**src/rtl/crc_word_pkg.sv**
```systemverilog
package crc_word_pkg;

  localparam int CRC_W = 32;

  localparam int IDX_DATA = 0;
  localparam int IDX_CTRL = 2;
  localparam int IDX_SEED = 4;
  localparam int IDX_POLY = 5;

  localparam int CTL_RELOAD_BIT = 0;
  localparam int CTL_OUTREV_BIT = 5;
  localparam int CTL_INMODE_LO  = 6;

  typedef enum logic [1:0] {
    IN_PLAIN = 2'b00,
    IN_BYTEA = 2'b01,
    IN_BYTEB = 2'b10,
    IN_FULL  = 2'b11
  } inMode_t;

  typedef struct packed {
    logic loadSeed;
    logic feedWord;
  } crcStrobe_t;

  function automatic logic [CRC_W-1:0] foldWord(input logic [CRC_W-1:0] crcIn,
                                                input logic [CRC_W-1:0] dataIn,
                                                input logic [CRC_W-1:0] poly);
    logic [CRC_W-1:0] acc;
    logic fb;
    acc = crcIn;
    for (int i = CRC_W - 1; i >= 0; i--) begin
      fb  = acc[CRC_W-1] ^ dataIn[i];
      acc = {acc[CRC_W-2:0], 1'b0};
      if (fb) acc = acc ^ poly;
    end
    return acc;
  endfunction

endpackage

```
**src/rtl/crc_word_ctrl.sv**
```systemverilog
module crc_word_ctrl
  import crc_word_pkg::*;
#(
  parameter int ADDR_W = 5,
  parameter logic [CRC_W-1:0] SEED_RESET = 32'hFFFF_FFFF,
  parameter logic [CRC_W-1:0] POLY_RESET = 32'h04C1_1DB7
) (
  input  logic              clk,
  input  logic              rst_n,
  input  logic              wrEn,
  input  logic              rdEn,
  input  logic [ADDR_W-1:0] addr,
  input  logic [CRC_W-1:0]  wrData,
  input  logic [CRC_W-1:0]  crcView,
  output crcStrobe_t        strobes,
  output logic [CRC_W-1:0]  seedVal,
  output logic [CRC_W-1:0]  polyVal,
  output inMode_t           inMode,
  output logic              outRev,
  output logic [CRC_W-1:0]  rdData
);

  localparam int IDX_W = ADDR_W - 2;

  logic [IDX_W-1:0] wordIdx;
  logic isData, isCtrl, isSeed, isPoly;
  logic [CRC_W-1:0] ctrlView;

  assign wordIdx = addr[ADDR_W-1:2];
  assign isData  = (wordIdx == IDX_W'(IDX_DATA));
  assign isCtrl  = (wordIdx == IDX_W'(IDX_CTRL));
  assign isSeed  = (wordIdx == IDX_W'(IDX_SEED));
  assign isPoly  = (wordIdx == IDX_W'(IDX_POLY));

  assign strobes.feedWord = wrEn & isData;
  assign strobes.loadSeed = wrEn & isCtrl & wrData[CTL_RELOAD_BIT];

  always_ff @(posedge clk or negedge rst_n) begin
    if (!rst_n) begin
      seedVal <= SEED_RESET;
      polyVal <= POLY_RESET;
      inMode  <= IN_PLAIN;
      outRev  <= 1'b0;
    end else if (wrEn) begin
      if (isSeed) seedVal <= wrData;
      if (isPoly) polyVal <= wrData;
      if (isCtrl) begin
        inMode <= inMode_t'(wrData[CTL_INMODE_LO +: 2]);
        outRev <= wrData[CTL_OUTREV_BIT];
      end
    end
  end

  always_comb begin
    ctrlView = '0;
    ctrlView[CTL_INMODE_LO +: 2] = inMode;
    ctrlView[CTL_OUTREV_BIT]     = outRev;
  end

  always_comb begin
    rdData = '0;
    if (rdEn) begin
      if (isData)      rdData = crcView;
      else if (isCtrl) rdData = ctrlView;
      else if (isSeed) rdData = seedVal;
      else if (isPoly) rdData = polyVal;
    end
  end

endmodule

```
**src/rtl/crc_word_dp.sv**
```systemverilog
module crc_word_dp
  import crc_word_pkg::*;
#(
  parameter logic [CRC_W-1:0] SEED_RESET = 32'hFFFF_FFFF
) (
  input  logic             clk,
  input  logic             rst_n,
  input  crcStrobe_t       strobes,
  input  logic [CRC_W-1:0] wordIn,
  input  logic [CRC_W-1:0] seedVal,
  input  logic [CRC_W-1:0] polyVal,
  input  inMode_t          inMode,
  input  logic             outRev,
  output logic [CRC_W-1:0] crcView
);

  localparam int BYTES = CRC_W / 8;

  logic [CRC_W-1:0] crcQ;
  logic [CRC_W-1:0] fullRev;
  logic [CRC_W-1:0] byteRev;
  logic [CRC_W-1:0] stateRev;
  logic [CRC_W-1:0] feedVec;

  genvar gb, gi;
  generate
    for (gi = 0; gi < CRC_W; gi++) begin : g_full
      assign fullRev[gi]  = wordIn[CRC_W-1-gi];
      assign stateRev[gi] = crcQ[CRC_W-1-gi];
    end
    for (gb = 0; gb < BYTES; gb++) begin : g_lane
      for (gi = 0; gi < 8; gi++) begin : g_bit
        assign byteRev[gb*8+gi] = wordIn[gb*8+7-gi];
      end
    end
  endgenerate

  always_comb begin
    unique case (inMode)
      IN_PLAIN: feedVec = wordIn;
      IN_FULL:  feedVec = fullRev;
      default:  feedVec = byteRev;
    endcase
  end

  always_ff @(posedge clk or negedge rst_n) begin
    if (!rst_n)                crcQ <= SEED_RESET;
    else if (strobes.loadSeed) crcQ <= seedVal;
    else if (strobes.feedWord) crcQ <= foldWord(crcQ, feedVec, polyVal);
  end

  assign crcView = outRev ? stateRev : crcQ;

endmodule

```
**src/rtl/crc_word_engine.sv**
```systemverilog
module crc_word_engine
  import crc_word_pkg::*;
#(
  parameter int ADDR_W = 5,
  parameter logic [31:0] SEED_RESET = 32'hFFFF_FFFF,
  parameter logic [31:0] POLY_RESET = 32'h04C1_1DB7
) (
  input  logic              clk,
  input  logic              rst_n,
  input  logic              wrEn,
  input  logic              rdEn,
  input  logic [ADDR_W-1:0] addr,
  input  logic [31:0]       wrData,
  output logic [31:0]       rdData
);

  crcStrobe_t       strobes;
  logic [CRC_W-1:0] seedVal, polyVal, crcView;
  inMode_t          inMode;
  logic             outRev;

  crc_word_ctrl #(
    .ADDR_W(ADDR_W), .SEED_RESET(SEED_RESET), .POLY_RESET(POLY_RESET)
  ) u_ctrl (
    .clk(clk), .rst_n(rst_n), .wrEn(wrEn), .rdEn(rdEn), .addr(addr),
    .wrData(wrData), .crcView(crcView), .strobes(strobes),
    .seedVal(seedVal), .polyVal(polyVal), .inMode(inMode),
    .outRev(outRev), .rdData(rdData)
  );

  crc_word_dp #(.SEED_RESET(SEED_RESET)) u_dp (
    .clk(clk), .rst_n(rst_n), .strobes(strobes), .wordIn(wrData),
    .seedVal(seedVal), .polyVal(polyVal), .inMode(inMode),
    .outRev(outRev), .crcView(crcView)
  );

endmodule

```
**config.mk**
```make
export PLATFORM = sky130hd
export DESIGN_NAME = crc_word_engine
export DESIGN_NICKNAME = d
export VERILOG_FILES = /design/src/rtl/crc_word_pkg.sv /design/src/rtl/crc_word_ctrl.sv /design/src/rtl/crc_word_dp.sv /design/src/rtl/crc_word_engine.sv
export SDC_FILE = /design/constraint.sdc
export NUM_CORES = 1
export LEC_CHECK = 0
export ABC_AREA = 1
export BUFFER_PORTS_ARGS = -buffer_cell sky130_fd_sc_hd__buf_2
export CORE_ASPECT_RATIO = 0.7
export CORE_MARGIN = 2
export CORE_UTILIZATION = 65
export DETAILED_ROUTE_END_ITERATION = 6
export PLACE_DENSITY = 0.94
export SLEW_MARGIN = 20
export SYNTH_ARGS = -nofsm -noshare
export SYNTH_HDL_FRONTEND = slang
export SYNTH_SLANG_ARGS = --single-unit
```
**constraint.sdc**
```tcl
create_clock -name clk -period 18.1 [get_ports clk]
set_input_delay 2.715 -clock clk [delete_from_list [all_inputs] [get_ports clk]]
set_output_delay 2.715 -clock clk [all_outputs]
set_load 0.005 [all_outputs]
```
# After elaboration in Yosys (flattened, before gate mapping)

Cells that the tools add are included.

Muxes and demuxes: 103
Reductions and logical operators: 6
Bitwise operators: 67
Equality and inequality tests: 4

Operator list:

| kind                                                 | number |
|---|---|
| 2-to-1 mux 32 bit                                    | 102 |
| bitwise XOR 32 bit                                   | 32 |
| case mux 32 bit (2 select lines)                     | 1 |
| bitwise XOR 1 bit                                    | 32 |
| equality test 3 bit (second input constant)          | 2 |
| AND reduction 2 bit                                  | 3 |
| AND 1 bit                                            | 3 |
| equality test 3 x 2 -> 1 bit (second input constant) | 1 |
| logical NOT 3 bit                                    | 1 |
| equality test 2 bit (second input constant)          | 1 |
| logical NOT 2 bit                                    | 1 |
| nonzero test 2 bit                                   | 1 |

Word-level logic and storage cells: 185
Output and inout port bits: 32
Register bits: 99
Input bits: 41

# Longest topological paths before layout

Gate-level depths: netlist of run 1.

Word-level depth: 130
Gate-level depth with buffers: 111
Mapped depth without buffers: 108

# By module

Synthesis of run 1 repeated with hierarchy kept, for this count alone.

Cell total of the unflattened synthesis: 4282
Area, all modules: 25032.8 µm²

Modules (own cells, without submodules):

| module        | cells each | seq. area each (µm²) | instances | area each (µm²) |
|---|---|---|---|---|
| crc_word_dp   | 3752       | 840.8                | 1         | 21141.5 |
| crc_word_ctrl | 530        | 1734.2               | 1         | 3891.2 |

# Worst setup path after synthesis of run 1

Ideal clock, no wire load.

Path kind: input-to-reg
Start: input wrData[0]
End: register u_dp.crcQ[21]
Stages: 95
Slack: 6.732 ns
Buffers on the path: 5
Data arrival time: 11.292 ns
Cells stage by stage: buf_6 nand2_1 nand3_2 nand3_2 nand3_4 nor2_2 nor2_8 nand3_4 nand3_2 nor2_2 nor2_8 nand3_2 nand2_4 nor2_2 nand2_2 nand2_4 nand2_4 nand2_4 [... 59 more ...] nor2_2 nand2_2 nand2_4 nand2_4 nand2_2 inv_2 nor2_4 nand3_2 nand2_4 nand3_2 buf_6 nand3_2 nand2_4 nand2_4 buf_12 nand3_1 nand3_1 nand2_1

Word-level cells in the longest chain between the ends: 129
Elaborated cells on any way between the ends: 162
Those cells by class: mux (97); bitwise (64); reduce/logical (1)

RTL lines:

| element                                                 | RTL line                               | RTL |
|---|---|---|
| from (decl)                                             | crc_word_engine.sv:13                  | `input logic [31:0] wrData,` |
| case mux 32 bit (2 select lines)                        | crc_word_dp.sv:39                      | `unique case (inMode)` |
| bitwise XOR 1 bit                                       | crc_word_pkg.sv:33                     | `fb = acc[CRC_W-1] ^ dataIn[i];` |
| 2-to-1 mux 32 bit                                       | crc_word_pkg.sv:35                     | `if (fb) acc = acc ^ poly;` |
| 2-to-1 mux 32 bit                                       | crc_word_dp.sv:49                      | `else if (strobes.feedWord) crcQ <= foldWord(crcQ, feedVec, polyVal);` |
| 2-to-1 mux 32 bit                                       | crc_word_dp.sv:48                      | `else if (strobes.loadSeed) crcQ <= seedVal;` |
| bitwise XOR 32 bit or bitwise XOR 1 bit (tied branches) | crc_word_pkg.sv:35, crc_word_pkg.sv:33 |  |
| 2-to-1 mux 32 bit                                       | crc_word_pkg.sv:35                     |  |
| 2-to-1 mux 32 bit                                       | crc_word_dp.sv:49                      |  |
| [... 113 more ...]                                      | --                                     |  |
| bitwise XOR 32 bit or bitwise XOR 1 bit (tied branches) | crc_word_pkg.sv:35, crc_word_pkg.sv:33 |  |
| 2-to-1 mux 32 bit                                       | crc_word_pkg.sv:35                     |  |
| 2-to-1 mux 32 bit                                       | crc_word_dp.sv:49                      |  |
| 2-to-1 mux 32 bit                                       | crc_word_dp.sv:48                      |  |
| bitwise XOR 32 bit or bitwise XOR 1 bit (tied branches) | crc_word_pkg.sv:35, crc_word_pkg.sv:33 |  |
| 2-to-1 mux 32 bit                                       | crc_word_pkg.sv:35                     |  |
| 2-to-1 mux 32 bit                                       | crc_word_dp.sv:49                      |  |
| 2-to-1 mux 32 bit                                       | crc_word_dp.sv:48                      |  |
| to (signal assigned)                                    | crc_word_dp.sv:48                      |  |
| to (signal assigned)                                    | crc_word_dp.sv:49                      |  |
| to (decl)                                               | crc_word_dp.sv:19                      | `logic [CRC_W-1:0] crcQ;` |

Parallel ways exist; a longest one is shown, timed or not. The select of a mux whose other input is x is not followed.
A chain may end at the register's enable or synchronous reset.

# Final worst setup path of run 1

Start: input wrData[24]
End: register u_dp.crcQ[31]

Word-level cells in the longest chain between the ends: 129
Elaborated cells on any way between the ends: 160
Those cells by class: mux (97); bitwise (63)

RTL lines:

| element                                                 | RTL line |
|---|---|
| case mux 32 bit (2 select lines) (*)                    | crc_word_dp.sv:39 |
| bitwise XOR 1 bit                                       | crc_word_pkg.sv:33 |
| 2-to-1 mux 32 bit                                       | crc_word_pkg.sv:35 |
| 2-to-1 mux 32 bit                                       | crc_word_dp.sv:49 |
| 2-to-1 mux 32 bit                                       | crc_word_dp.sv:48 |
| bitwise XOR 32 bit or bitwise XOR 1 bit (tied branches) | crc_word_pkg.sv:35, crc_word_pkg.sv:33 |
| 2-to-1 mux 32 bit                                       | crc_word_pkg.sv:35 |
| 2-to-1 mux 32 bit                                       | crc_word_dp.sv:49 |
| [... 113 more ...]                                      | -- |
| bitwise XOR 32 bit or bitwise XOR 1 bit (tied branches) | crc_word_pkg.sv:35, crc_word_pkg.sv:33 |
| 2-to-1 mux 32 bit (*)                                   | crc_word_pkg.sv:35 |
| 2-to-1 mux 32 bit (*)                                   | crc_word_dp.sv:49 |
| 2-to-1 mux 32 bit (*)                                   | crc_word_dp.sv:48 |
| bitwise XOR 32 bit or bitwise XOR 1 bit (tied branches) | crc_word_pkg.sv:35, crc_word_pkg.sv:33 |
| 2-to-1 mux 32 bit (*)                                   | crc_word_pkg.sv:35 |
| 2-to-1 mux 32 bit (*)                                   | crc_word_dp.sv:49 |
| 2-to-1 mux 32 bit (*)                                   | crc_word_dp.sv:48 |

Mark *: on every way between the ends. The rest lies on a longest branch, timed or not. The select of a mux whose other input is x is not followed.

==> summary.md, run 1 <==
| Metric | Value |
|---|---|
| Ys flop type | dfstp_2 |
| Reg2reg path depth | 99 |
| H-tree levels | 3 |
| Clock Latency Late Sink | 0.36 ns |
| WL met1 | 30200 um |
| Max cap viols | 0 |
| Metal3 WL | 12770 um |
| FF+latch count, synth | 99 |
| Final hold vios | 0 |
| Clk root buf | clkbuf_16 |
| Mapped Cells | 4073 |
| Die span in y | 168.1 um |
| Design area | between 0.02 and 0.025 mm^2 |
| Crit path launch | wrData[24] |
| Worst-path clk slew | 0.07 ns |
| CP endpoint kind | register |
| Number of global-route vias before repair | between 20000 and 25000 |
| Overall Global Routing Usage | 0.3732 |
| Worst setup SP type | primary input |
| DRC Markers | 16 |
| Worst hold path type | reg2reg |
| Critical path destination | u_dp.crcQ[31]$_DFFE_PN1P_ |
| Share of layout cells above drive strength 1 | 0.1225 |
| Slew headroom | 0.1796 |
| Fin nets | between 3000 and 4000 |
| Reg-to-reg startpoint | u_ctrl.inMode[0]$_DFFE_PN0P_ |
| Total Wirelength | 76080 um |
| Top Ports | 73 |
| Starting DRT DRC Count | 4029 |
| Dpl ws | 0.5385 ns |
| Worst Path Class, Setup | in2reg |
| Final TNS setup | 0 ns |
| Sequential share of the synthesized area | 0.1030 |
| Die ar. | 0.04008 mm^2 |
| Avg WL per Cell | 17.20 um |
| Yosys warns | 0 |
| Synthesized area | 0.02501 mm^2 |
| Count of flip-flops with a built-in enable after synthesis | 0 |
| Die width | 238.4 um |
| Via count | ~26000 |
| Gr ovfl total | 0 |
| # clock sinks | slightly below 100 |
| Pre-antenna DRT Iters | 7 |
| Global-route wire length before repair | 122100 um |
| Clk buf depth | 2 |
| Post-route minimum period | 16.89 ns |
| Initial core utilization | 0.6545 |
| Setup Buffers After CTS | 0 |
| DP HPWL | 54540 um |
| Largest net degree at the start of global routing | 65 |
| Std-Cell Core Area | 0.03821 mm^2 |
| Max Clk Rate | 0.05922 GHz |
| Final setup viols | 0 |
| Failing checks | design-rule violations |
| Final period util | 0.9329 |
| Worst path slowest cell | nand2_4 |
| Crit-path max FO | 62 |
| Critical Path Max Stage Delay | about 0.34 ns |
| DR WL met2 | roughly 30000 um |
| Inserted Clock Buffers | 9 |
| Final core utilization | 0.6395 |
| Top layer in use | met5 |
| Final ANT Viol Nets | 0 |
| CP Data Arrival Time | roughly 17 ns |
| Outcome | complete, but fails checks |
| Skew final | 0.01207 ns |
| RSZ-0062 raised after global routing | false |
| Mapped Nets | just over 4000 |
| Via density | around 5.9 |
| Syn Area/Cell | 6.140 um^2 |
| Placed Instance Area | about 0.024 mm^2 |
| Worst slew pin tran | 1.218 ns |
| RD Place Congestion | 1.016 |
| Port bufs | 70 |
| Critical R2R Capture | u_dp.crcQ[31]$_DFFE_PN1P_ |
| Area growth, synth to finish | -2.281% |
| Row count | 60 |
| Library cells used by synthesis | 49 |
| Asr flop ratio synth | 1.000 |
| Crit path top cell by count | nand2_4 |
| Req. time, crit path | around 18 ns |
| Most frequent cells in the layout | 1242 x nand2_1, 492 x xnor2_1, 395 x nor2_1 |
| Final setup margin | roughly 1.2 ns |
| R2r setup slk | roughly 2.3 ns |
| Most common cell after layout, fill and taps aside | nand2_1 |
| Antenna violations before repair | 1 |
| CTS tree | yes |
| Fin. max-slew vios | 0 |
==> repair_timing <==
action                     4_1_cts  5_1_grt
setup endpoints to repair        0       32
hold buffers                     0        0
resized for setup                0        5
==> registers in the layout, summed over array words and instances, names as in the netlist <==
name            flops
u_ctrl.polyVal     32
u_dp.crcQ          32
u_ctrl.outRev       1
u_ctrl.inMode       2
u_ctrl.seedVal     32
==> worst max-delay path: cells and delay by family <==
family          cells  cell delay (ns)
compound gates      1             0.08
buf+inv            11             1.12
simple gates       85            12.91
xor+xnor            1             0.19
==> kinds of logic after synthesis <==
logic type               count (synthesis)  share of synthesized area
AND/OR/NAND/NOR                       2302                     0.4239
AO/OA/AOI/OAI                          289                    0.06669
flip-flops                              99                     0.1030
adder cells (fa/ha/maj)                  2                   0.001000
XOR/XNOR                               724                     0.2558
buffers and inverters                  657                     0.1496
==> cell usage after synthesis (7+ instances only) <==
cell type | count | area [um^2]
nand3b_1 | 30 | 225.2
clkbuf_1 | 128 | 480.5
nand3_2 | 39 | 390.4
buf_6 | 23 | 259.0
clkbuf_8 | 90 | 1239
a221oi_1 | 32 | 280.3
nor2_1 | 398 | 1494
nand4_1 | 20 | 125.1
nand3_4 | 10 | 175.2
buf_1 | 14 | 52.55
nor3_1 | 30 | 150.1
inv_2 | 17 | 63.81
or2_2 | 7 | 43.79
nand2_4 | 74 | 833.3
nor2_4 | 7 | 78.83
o21ai_0 | 162 | 810.8
nor2_2 | 16 | 100.1
buf_4 | 11 | 82.58
o21ai_1 | 13 | 65.06
a211oi_1 | 12 | 90.09
nand3_1 | 352 | 1762
a21oi_1 | 32 | 160.2
xnor2_1 | 492 | 4309
inv_1 | 339 | 1272
o22ai_1 | 27 | 168.9
dfrtp_1 | 21 | 525.5
xor2_1 | 229 | 2006
buf_2 | 13 | 65.06
clkinv_1 | 9 | 33.78
nand2_1 | 1243 | 4666
nand2_2 | 70 | 437.9
dfstp_2 | 78 | 2049
==> worst min-delay path by stage <==
stage                     cells after the start                      startpoint                        endpoint
after floorplan                               2   u_ctrl.seedVal[0]$_DFFE_PN1P_   u_ctrl.seedVal[0]$_DFFE_PN1P_
after global placement                        2   u_ctrl.seedVal[5]$_DFFE_PN1P_   u_ctrl.seedVal[5]$_DFFE_PN1P_
after detailed placement                      2  u_ctrl.seedVal[28]$_DFFE_PN1P_  u_ctrl.seedVal[28]$_DFFE_PN1P_
after CTS                                     2  u_ctrl.seedVal[28]$_DFFE_PN1P_  u_ctrl.seedVal[28]$_DFFE_PN1P_
after global routing                          2  u_ctrl.seedVal[30]$_DFFE_PN1P_  u_ctrl.seedVal[30]$_DFFE_PN1P_
final                                         2  u_ctrl.seedVal[28]$_DFFE_PN1P_  u_ctrl.seedVal[28]$_DFFE_PN1P_
==> cell type report <==
class | count | area, um^2
Antenna cell | 1 | 2.502
Clock inverter | 5 | 60.06
Tap cell | 496 | 620.6
Multi-Input combinational cell | 3317 | 18760
Timing Repair Buffer | 125 | 765.7
Sequential cell | 99 | 2580
Clock buffer | 11 | 252.7
Fill cell | 3240 | 13770
Inverter | 368 | 1400
==> metrics by stage <==
| stage | hold slack, ns | instances |
|---|---|---|
| finish | 0.4989 | 4422 |
| global route | 0.5149 | 4421 |
| CTS | 0.5006 | 4421 |
| detailed placement | 0.4904 | 4405 |
| global placement | 0.4846 | 4405 |
| floorplan | 0.4771 | 4073 |
==> per-layer routing <==
metal / GRT usage / up-vias
li1: - / 12220
met5: 0 / -
met3: 0.1105 / 273
met2: 0.5373 / 1895
met4: 0.1334 / 2
met1: 0.5247 / 11660
Power of run 1 is left out: the tool's default activity adds up to more than one toggle a clock period on the data nets, which glitch-free logic cannot reach.
==> run 2, diff against run 1 <==
Settings changed: SYNTH_HIERARCHICAL set to 1.
==> run 2 against run 1 <==
  * The run still ends with design-rule violations left
  * Clock-buffer cell count shrank 2
  * Sequential share of layout area barely moved
  * Synthesized area is 0.10% higher
  * Via count is 5.5% higher
  * Cell count up 4.1%
  * Global-route usage increased by 1.4 points
  * Critical path depth is 1 higher
==> summary.md, run 2 <==
| Metric | Value |
|---|---|
| Fin nets | 4147 |
| Largest net degree at the start of global routing | 70 |
| Fill cells | 3440 |
| DRC Markers | 19 |
| CTS tree | yes |
| Global-route wire length before repair | between 100000 and 150000 um |
| Number of global-route vias before repair | 24210 |
| Syn Area/Cell | 5.846 um^2 |
| Mapped Nets | 4325 |
| Top Ports | 73 |
| Outcome | complete, but fails checks |
| Post-route minimum period | 16.87 ns |
| Clk buf depth | 2 |
| Max Clk Rate | ~0.059 GHz |
| CP endpoint kind | register |
| Hold Path End | u_ctrl/seedVal[4]$_DFFE_PN1P_ |
| Critical Path Max Stage Delay | 0.42 ns |
| FF+latch count, synth | 99 |
| Top area cells in the synthesized netlist | nand2_1 22%, xnor2_1 15%, nand3_1 9.3%, xor2_1 8.6%, dfstp_2 8.2% |
| Hold-fix buffers, CTS | 0 |
| RD Place Congestion | roughly 1.0 |
| Die ar. | around 0.04 mm^2 |
| Library cells used by synthesis | 45 |
| Mapped Cells | approximately 4300 |
| Row count | 60 |
| Count of flip-flops with a built-in enable after synthesis | 0 |
| Hold Path Stages | 2 |
| Final core utilization | 0.6383 |
| Final hold vios | 0 |
| Std-Cell Core Area | about 0.038 mm^2 |
| Avg WL per Cell | 17.21 um |
| Sequential share of the synthesized area | 0.1029 |
| Failing checks | design-rule violations |
| Share of layout cells above drive strength 1 | 0.09686 |
| Worst-path clk slew | 0.07 ns |
| Port bufs | 70 |
| Antenna violations before repair | 2 |
| Ys flop type | dfstp_2 |
| Max cap viols | 0 |
| Most frequent cells in the layout | 1434 x nand2_1, 463 x nand3_1, 434 x xnor2_1 |
| Via density | 5.971 |
| Reg2reg path depth | 99 |
| Yosys warns | 6 |
| # clock sinks | 99 |
| Inserted Clock Buffers | 9 |
| Setup Buffers After CTS | 0 |
| Overall Global Routing Usage | 0.3872 |
| Gr ovfl total | 0 |
| Clock Latency Late Sink | 0.35 ns |
| Most common cell in the synthesized netlist | nand2_1 |
| Final setup viols | 0 |
| Clk root buf | clkbuf_16 |
| Leading registers by flop count | u_ctrl/polyVal x32, u_ctrl/seedVal x32, u_dp/crcQ x32 |
| CP Data Arrival Time | approximately 17 ns |
| R2r setup slk | between 2 and 2.5 ns |
| RSZ-0062 raised after global routing | false |
| Initial core utilization | 0.6551 |
| Final ANT Viol Nets | 0 |
| Crit-path max FO | 46 |
| H-tree levels | 3 |
| Most common cell after layout, fill and taps aside | nand2_1 |
| Die span in y | 168.2 um |
| Reg-to-reg startpoint | u_ctrl/inMode[0]$_DFFE_PN0P_ |
| DP HPWL | 55750 um |
| Crit path top cell by count | nand2_2 |
| Slew headroom | 0.2034 |
| Post-CTS sizing | 0 |
| Post-synth top cells | 1434 x nand2_1, 463 x nand3_1, 434 x xnor2_1 |
| Critical R2R Capture | u_dp/crcQ[30]$_DFFE_PN1P_ |
| Die width | 238.6 um |
| Final TNS setup | 0 ns |
| Skew final | 0.009374 ns |
| Via count | around 27000 |
| Post-synth top area share | 0.2150 |
| Worst hold path type | reg2reg |
| # diodes | 0 |
| Worst Path Class, Setup | in2reg |
| Synthesized area | 0.02503 mm^2 |
| Starting DRT DRC Count | 4843 |
| Post-synth top area cell | nand2_1 |
| Final period util | 0.9319 |
| Asr flop ratio synth | 1.000 |
| Worst slew pin tran | between 1 and 1.5 ns |
| Worst setup SP type | primary input |
| Total Wirelength | 79240 um |
| Pre-antenna DRT Iters | 7 |
| Hold_sp | u_ctrl/seedVal[4]$_DFFE_PN1P_ |
| Req. time, crit path | 18.38 ns |
| Fin. max-slew vios | 0 |
| Worst path slowest cell | buf_4 |
| Area growth, synth to finish | -2.559% |
-- run 2: worst max path at each step --
stage	from	end	slack, ns
6_report	wrData[0]	u_dp/crcQ[30]$_DFFE_PN1P_	1.23
5_1_grt	wrData[0]	u_dp/crcQ[27]$_DFFE_PN1P_	0.16
4_1_cts	wrData[0]	u_dp/crcQ[30]$_DFFE_PN1P_	1.48
3_5_place_dp	wrData[0]	u_dp/crcQ[4]$_DFFE_PN1P_	1.19
3_3_place_gp	wrData[0]	u_dp/crcQ[5]$_DFFE_PN1P_	1.69
2_1_floorplan	wrData[24]	u_dp/crcQ[10]$_DFFE_PN1P_	6.92
-- run 2: layout make-up --
class                   instances  area, um^2  share of cell area
repair buffers                133       829.5             0.03401
clock inverters                 7       85.08            0.003488
multi-input cells            3486       18650              0.7645
clock buffers                   9       225.2            0.009233
flip-flops and latches         99        2576              0.1056
inverters                     375        1408             0.05771
well taps                     496       620.6             0.02544
-- run 2: per-stage QoR --
step	hold slack (ns)	setup WS [ns]	cells	cell area, um^2
floorplan	0.4631	6.925	4282	25030
detailed placement	0.4773	1.187	4589	24060
finish	0.4915	1.232	4605	24390
global route	0.5135	0.1614	4605	24390
global placement	0.4725	1.686	4589	24060
CTS	0.4897	1.481	4605	24370
-- run 2: logic make-up after synthesis --
kind of cell | synth area share
compound gates | 0.05728
xor+xnor | 0.2376
fa+ha+maj | 0.0009995
buf+inv | 0.1531
flops | 0.1029
simple gates | 0.4481
-- run 2: per-layer routing --
metal  GRT usage  part of all wire  vias up
met5           0           0.00016        -
met4      0.1446             0.042        2
met3      0.1207              0.17      301
met2      0.5555              0.40     2047
met1      0.5400              0.39    12280
li1            -                 -    12860
-- run 2: critical path: cells and delay by family --
family,cells,cell delay [ns]
xor gates and xnor gates,1,0.19
and+or+nand+nor,87,11.77
buffers and inverters,11,2.35
Power of run 2 is left out for the same reason.
